### config.mk
export PLATFORM = sky130hd
export DESIGN_NAME = out_short_mon
export DESIGN_NICKNAME = d
export VERILOG_FILES = /design/src/rtl/osm_pkg.sv /design/src/rtl/osm_tick_timer.sv /design/src/rtl/osm_out_supervisor.sv /design/src/rtl/osm_ilim_filter.sv /design/src/rtl/out_short_mon.sv
export SDC_FILE = /design/constraint.sdc
export NUM_CORES = 1
export LEC_CHECK = 0
export ABC_AREA = 1
export CAP_MARGIN = 30
export CORE_ASPECT_RATIO = 1.5
export CORE_MARGIN = 4
export CORE_UTILIZATION = 36
export CTS_CLUSTER_SIZE = 14
export DETAILED_ROUTE_END_ITERATION = 6
export SYNTH_ARGS = -nofsm -noshare
export SYNTH_HDL_FRONTEND = slang
export SYNTH_SLANG_ARGS = --single-unit
### constraint.sdc
create_clock -name clk -period 3.95 [get_ports clk]
set_input_delay 0.79 -clock clk [delete_from_list [all_inputs] [get_ports clk]]
set_output_delay 0.79 -clock clk [all_outputs]
set_load 0.05 [all_outputs]
### src/rtl/osm_pkg.sv
// Package: shared types and constants for the output short/overload monitor.
// Assumes: nothing beyond IEEE 1800-2017.
package osm_pkg;

    // Phase of the output supervisor.
    typedef enum logic [1:0] {
        PH_OFF     = 2'd0,
        PH_STARTUP = 2'd1,
        PH_RUN     = 2'd2,
        PH_FAULT   = 2'd3
    } osm_phase_t;

endpackage

### src/rtl/osm_tick_timer.sv
// Module: tick-driven window counter.
// Counts cycles where inc is high, clears on clr, and flags the increment
// that completes LIMIT counted ticks. Holds at LIMIT-1 so it never wraps.
// Assumes: LIMIT >= 2; clr has priority over inc.
module osm_tick_timer #(
    parameter int LIMIT = 1000
) (
    input  logic clk,
    input  logic rst_n,
    input  logic clr,
    input  logic inc,
    output logic expire
);
    localparam int W = (LIMIT > 2) ? $clog2(LIMIT) : 1;
    localparam logic [W-1:0] LAST = W'(LIMIT - 1);

    logic [W-1:0] cnt;

    // Count qualified ticks, saturating at the last value.
    always_ff @(posedge clk) begin
        if (!rst_n) begin
            cnt <= '0;
        end else if (clr) begin
            cnt <= '0;
        end else if (inc && (cnt != LAST)) begin
            cnt <= cnt + 1'b1;
        end
    end

    // The tick that lands on the last value completes the window.
    always_comb begin
        expire = inc && (cnt == LAST);
    end
endmodule

### src/rtl/osm_out_supervisor.sv
// Module: output supervisor state machine.
// Performs a single check of the low-output flag at the end of the start-up
// window, then debounces it continuously while running. A fault latches
// core_off until enable drops, and issues a one-cycle event.
// Assumes: vout_low is already synchronous to clk.
module osm_out_supervisor
    import osm_pkg::*;
#(
    parameter int WIN_TICKS = 1000
) (
    input  logic clk,
    input  logic rst_n,
    input  logic chan_en,
    input  logic vout_low,
    input  logic us_tick,
    output logic core_off,
    output logic sc_evt
);
    osm_phase_t phase_q, phase_d;
    logic       tmr_clr, tmr_inc, tmr_exp;
    logic       evt_q;

    osm_tick_timer #(.LIMIT(WIN_TICKS)) u_win (
        .clk    (clk),
        .rst_n  (rst_n),
        .clr    (tmr_clr),
        .inc    (tmr_inc),
        .expire (tmr_exp)
    );

    // Next phase and timer control from the current phase.
    always_comb begin
        phase_d = phase_q;
        tmr_clr = 1'b0;
        tmr_inc = 1'b0;
        unique case (phase_q)
            PH_OFF: begin
                tmr_clr = 1'b1;
                if (chan_en) phase_d = PH_STARTUP;
            end
            PH_STARTUP: begin
                tmr_inc = us_tick;
                if (tmr_exp) begin
                    tmr_clr = 1'b1;
                    phase_d = vout_low ? PH_FAULT : PH_RUN;
                end
            end
            PH_RUN: begin
                tmr_inc = us_tick && vout_low;
                tmr_clr = !vout_low;
                if (tmr_exp) begin
                    tmr_clr = 1'b1;
                    phase_d = PH_FAULT;
                end
            end
            PH_FAULT: begin
                tmr_clr = 1'b1;
            end
            default: begin
                tmr_clr = 1'b1;
                phase_d = PH_OFF;
            end
        endcase
        if (!chan_en) begin
            tmr_clr = 1'b1;
            phase_d = PH_OFF;
        end
    end

    // Phase register and single-cycle fault event.
    always_ff @(posedge clk) begin
        if (!rst_n) begin
            phase_q <= PH_OFF;
            evt_q   <= 1'b0;
        end else begin
            phase_q <= phase_d;
            evt_q   <= (phase_d == PH_FAULT) && (phase_q != PH_FAULT);
        end
    end

    // Drive outputs from registered state.
    always_comb begin
        core_off = (phase_q == PH_FAULT);
        sc_evt   = evt_q;
    end
endmodule

### src/rtl/osm_ilim_filter.sv
// Module: current-limit debounce filter.
// Reports a level once ilim_raw has held for ILIM_TICKS consecutive ticks,
// plus a one-cycle event on assertion. The level drops one clock after
// ilim_raw is seen low.
// Assumes: ilim_raw is already synchronous to clk.
module osm_ilim_filter #(
    parameter int ILIM_TICKS = 20
) (
    input  logic clk,
    input  logic rst_n,
    input  logic ilim_raw,
    input  logic us_tick,
    output logic ilim_level,
    output logic ilim_evt
);
    logic tmr_exp;
    logic lvl_q, evt_q;
    logic tmr_clr, tmr_inc;

    // Timer control: run on ticks while limiting, restart on release.
    always_comb begin
        tmr_clr = !ilim_raw;
        tmr_inc = us_tick && ilim_raw;
    end

    osm_tick_timer #(.LIMIT(ILIM_TICKS)) u_win (
        .clk    (clk),
        .rst_n  (rst_n),
        .clr    (tmr_clr),
        .inc    (tmr_inc),
        .expire (tmr_exp)
    );

    // Level and assertion event.
    always_ff @(posedge clk) begin
        if (!rst_n) begin
            lvl_q <= 1'b0;
            evt_q <= 1'b0;
        end else begin
            lvl_q <= ilim_raw && (lvl_q || tmr_exp);
            evt_q <= ilim_raw && tmr_exp && !lvl_q;
        end
    end

    // Drive outputs.
    always_comb begin
        ilim_level = lvl_q;
        ilim_evt   = evt_q;
    end
endmodule

### src/rtl/out_short_mon.sv
// Module: top of the per-channel output short and overload monitor.
// Combines the output supervisor and the current-limit filter.
// Assumes: us_tick is one clk cycle wide, once per microsecond.
module out_short_mon #(
    parameter int WIN_TICKS  = 1000,
    parameter int ILIM_TICKS = 20
) (
    input  logic clk,
    input  logic rst_n,
    input  logic chan_en,
    input  logic vout_low,
    input  logic ilim_raw,
    input  logic us_tick,
    output logic core_off,
    output logic sc_evt,
    output logic ilim_level,
    output logic ilim_evt
);
    osm_out_supervisor #(.WIN_TICKS(WIN_TICKS)) u_sup (
        .clk      (clk),
        .rst_n    (rst_n),
        .chan_en  (chan_en),
        .vout_low (vout_low),
        .us_tick  (us_tick),
        .core_off (core_off),
        .sc_evt   (sc_evt)
    );

    osm_ilim_filter #(.ILIM_TICKS(ILIM_TICKS)) u_ilim (
        .clk        (clk),
        .rst_n      (rst_n),
        .ilim_raw   (ilim_raw),
        .us_tick    (us_tick),
        .ilim_level (ilim_level),
        .ilim_evt   (ilim_evt)
    );
endmodule

# Yosys cells after proc, flatten, opt, wreduce, memory -nomap -nowiden
# Cells that the tools add are included.
# totals
mem_bits_rw	0
latchBits	0
mem_count	0
wordCells	45
output_inout_bits	4
rom_bits	0
reg_bits	20
input_bits	6
# classes
add_sub_neg	2
n_bitwise	1
div_mod_pow	0
order_cmp	0
n_eq_ne	9
n_mul	0
n_mux	10
n_shift	0
n_reduce_logical	17
# op_table
cell	count
10-bit by 1-bit adder with 10-bit output (second input constant)	1
10-bit == test (second input constant)	1
1-bit logical AND	10
10-bit != test (second input constant)	1
2-bit == test (second input constant)	3
2-bit two-way mux	3
2-bit one-hot mux with 3 select lines	1
5-bit by 1-bit adder with 5-bit output (second input constant)	1
5-bit == test (second input constant)	1
5-bit != test (second input constant)	1
1-bit two-way mux	4
2-bit OR reduction	2
1-bit one-hot mux with 3 select lines	1
2-bit by 1-bit == test with 1-bit output (second input constant)	1
1-bit logical NOT	2
2-bit logical NOT	1
2-bit != test (second input constant)	1
1-bit one-hot mux with 2 select lines	1
2-bit AND reduction	1
1-bit logical OR	1
1-bit inverter	1

# Longest topological paths before layout
# logic_depth
depth_word	8
mapped_depth	11

# Hierarchy
# Synthesis repeated with hierarchy kept, for this count alone.
# hier_totals
hier_cells	181
hier_area_um2	1219.9
# by_module_without_submodules
mod	n_inst	cells_per_inst	area_each_um2
osm_tick_timer (u_sup.u_win)	1	91	606.8
osm_out_supervisor	1	38	272.8
osm_tick_timer (u_ilim.u_win)	1	41	266.5
osm_ilim_filter	1	11	73.8

# Least setup slack after synthesis
# No wires, ideal clock.
# synth_path
kind	flip-flop to output port
from	register u_sup.phase_q[0]
to	output core_off
required_time_ns	3.160
n_path_buf	0
arrival_time_ns	0.883
stages_incl_launch_ff	2
setup_slack_ns	2.277
path_cell_list	dfxtp_1 ha_1
# synth_between
elab_chain_len	1
# synth_lines
item	line	text
from (decl)	osm_out_supervisor.sv:19	osm_phase_t phase_q, phase_d;
from (signal assigned)	osm_out_supervisor.sv:76	phase_q <= phase_d;
2-bit == test	osm_out_supervisor.sv:83	core_off = (phase_q == PH_FAULT);
to (decl)	out_short_mon.sv:14	output logic core_off,
# Every way passes these cells.

# Final worst setup path
# Same ends and word-level chain as after synthesis.

==> impl_metrics.py <==
metrics = {
    "layout": {
        "final_cell_mix": "39 x nand2_1, 21 x inv_1, 20 x dfxtp_1, 19 x nor2_1, 11 x a21oi_1",
        "areaGrowthSynthToFinish_pct": 15.9,
        "fin_nets": 189,
        "layout_commonest_cell": "nand2_1",
        "n_antenna_cell": 0,
        "drive_gt1_share_pct": 10.3,
        "fin_util_pct": 42.9,
    },
    "yosys": {
        "synthArstFlopShare_pct": 0,
        "syn_inst": 163,
        "synth_nets": 176,
        "synth_edf_count": 0,
        "postSynthAreaPerCell_um2": 7.10,
        "ys_seq_elements": 20,
        "synth-warning-count": 0,
        "synth_area_um2": 1160,
        "ys.flop_type": "dfxtp_1",
        "ys_types": 26,
        "ys_seq_area_share_pct": 34.6,
    },
    "drt": {
        "first_iter_violations": 12,
        "drt_pass1_iterations": 4,
        "drc": 0,
        "vias": 1029,
        "ant_nets": 0,
        "via_per_inst": 4.79,
        "wl_per_cell_um": 10.3,
        "routed_wl_um": 2220,
    },
    "placement": {
        "place_congestion": 0.823,
        "dp_hpwl_um": 1800,
        "portBuffers": 9,
    },
    "global_route": {
        "grt_start_max_net_pins": 13,
        "grt_pass1_wl_um": 4020,
        "antenna_found_initial": 0,
        "grt_usage_pct": 12.4,
        "grt_overflow": 0,
        "grt_pass1_vias": 965,
    },
    "sta": {
        "finalCriticalPeriod_ps": 2560,
        "setup_tns_ps": 0,
        "worst_pin_slew_ps": 501,
        "setup_viol_count_final": 0,
        "fin_skew_ps": 2.86,
        "rsz0062_at_grt": "false",
        "fin_crit_sh_pct": 64.7,
        "slew_viol_final": 0,
        "fmax_mhz": 391,
        "maxSlewHeadroom_pct": 66.5,
        "hold_violations": 0,
    },
    "worst_setup_path": {
        "setup.worst_path.start_class": "register",
        "rrSetupSlack_ps": 1880,
        "critPathRequiredTime_ps": 3160,
        "worstPathMaxFanout": 6,
        "r2r-start": "u_sup.phase_q[0]",
        "crit_end": "core_off",
        "cp_data_arrival_time_ps": 1770,
        "rr_worst_depth": 9,
        "crit_path_start": "u_sup.phase_q[0]",
        "critPathKind": "reg2out",
        "rr_endpoint": "u_sup.u_win.cnt[3]",
        "crit_path_end_kind": "output port",
    },
    "pwr": {
        "intPower_mw": 0.301,
        "swShare_pct": 21.3,
        "clkPwrFrac_pct": 40.5,
        "switchingPower_mw": 0.0815,
        "p_comb_share_pct": 6.2,
        "p_leak_nw": 0.504,
        "seqPwrFrac_pct": 53.3,
        "power_density_nw_per_um2": 285,
        "peakVddDrop_uv": 291,
    },
    "floorplan": {
        "boundaryPins": 10,
        "die_w_um": 54.3,
        "rows": 25,
        "core_um2": 3130,
        "start_util_pct": 37.0,
        "die_h_um": 77.4,
        "die-area_um2": 4200,
    },
    "clock_network": {
        "post_cts_resized": 0,
        "worstSkewPairLatency_ps": 260,
        "cts_root_buffer": "clkbuf_8",
        "numCtsBuffers": 3,
        "cts_tree": "done",
        "clkSlewWorstSetupHoldPaths_ps": 70,
        "h-tree-depth": 1,
        "cts_sinks": 20,
        "clockBufferDepth": 2,
        "cts_hold_buf": 0,
        "cts_setup_buffers": 0,
    },
    "min_path": {
        "hold_path.class": "reg2reg",
    },
    "status": {
        "outcome": "completed",
    },
    "run": {
        "cap_violations": 0,
    },
}
[worst min-delay path by stage]
stage,slack (ps),cells past startpoint,to,start
6_report,480,1,u_ilim.ilim_evt,u_ilim.ilim_level
4_1_cts,480,1,u_ilim.ilim_evt,u_ilim.ilim_level
3_3_place_gp,470,1,u_ilim.ilim_evt,u_ilim.ilim_level
5_1_grt,510,1,u_ilim.ilim_evt,u_ilim.ilim_level
3_5_place_dp,460,1,u_ilim.ilim_evt,u_ilim.ilim_level
2_1_floorplan,460,2,u_ilim.u_win.cnt[0],u_ilim.u_win.cnt[0]
[metal layers]
layer | part of all wire, % | wire, um | GRT usage (%) | vias up
li1 | - | - | - | 541
met1 | 43 | 961 | 15.0 | 469
met2 | 52 | 1140 | 20.0 | 13
met3 | 2.8 | 61 | 3.26 | 6
met4 | 2.3 | 50 | 5.24 | 0
met5 | 0 | 0 | 0 | -
[registers in the layout, indices dropped and copies added, names as in the netlist]
register           count
u_ilim.u_win.cnt       5
u_ilim.ilim_evt        1
u_sup.u_win.cnt       10
u_sup.phase_q          2
u_sup.sc_evt           1
u_ilim.ilim_level      1
[worst max-delay path, stage by stage (launching register included)]
cell	delay, ps
dfxtp_1	400
ha_1	270
clkdlybuf4s50_1	840
[cell families after synthesis]
family | count (synthesis) | share of synthesized area (%)
AND/OR/NAND/NOR | 83 | 32.3
buffers and inverters | 25 | 8.76
AO/OA/AOI/OAI | 23 | 13.0
flip-flops | 20 | 34.6
adder cells (fa/ha/maj) | 7 | 7.57
XOR/XNOR | 5 | 3.78
[final cells by class]
class                   count  area, um^2
flip-flops and latches     20         400
inverters                  24        90.1
repair buffers              9        90.1
fillers                   343        1790
multi-input cells         118         656
well taps                  40        50.0
clock buffers               4        55.1
[synth_stat cells, types with 2 or more instances]
| master | number | share of area [%] |
|---|---|---|
| nor2_1 | 19 | 6.2 |
| nor3_1 | 5 | 2.2 |
| nand2_1 | 39 | 13 |
| nand4_1 | 3 | 1.6 |
| xnor2_1 | 3 | 2.3 |
| nand3_1 | 7 | 3.0 |
| inv_1 | 21 | 6.8 |
| a21oi_2 | 2 | 1.5 |
| xor2_1 | 2 | 1.5 |
| ha_1 | 7 | 7.6 |
| o21ai_0 | 6 | 2.6 |
| a21oi_1 | 11 | 4.8 |
| dfxtp_1 | 20 | 35 |
| inv_2 | 3 | 0.97 |
| nand2_2 | 4 | 2.2 |
[stage by stage]
stage	hold WS, ps	area (um^2)	power [mW]	setup WS (ps)	instances
after floorplan	455	1160	0.223	2280	163
after global placement	468	1290	0.232	1440	211
after detailed placement	463	1290	0.233	1340	211
after CTS	480	1340	0.388	1370	215
after global routing	507	1340	0.403	1310	215
final	481	1340	0.383	1390	215
[power groups by stage]
stage | registers, mW | clock network (mW) | logic (mW)
finish | 0.204 | 0.155 | 0.0238
global route | 0.204 | 0.172 | 0.0273
CTS | 0.204 | 0.160 | 0.0241
detailed placement | 0.209 | 0 | 0.0241
global placement | 0.209 | 0 | 0.0238
floorplan | 0.208 | 0 | 0.0149
Note: power is estimated with default switching activity, not from simulation.
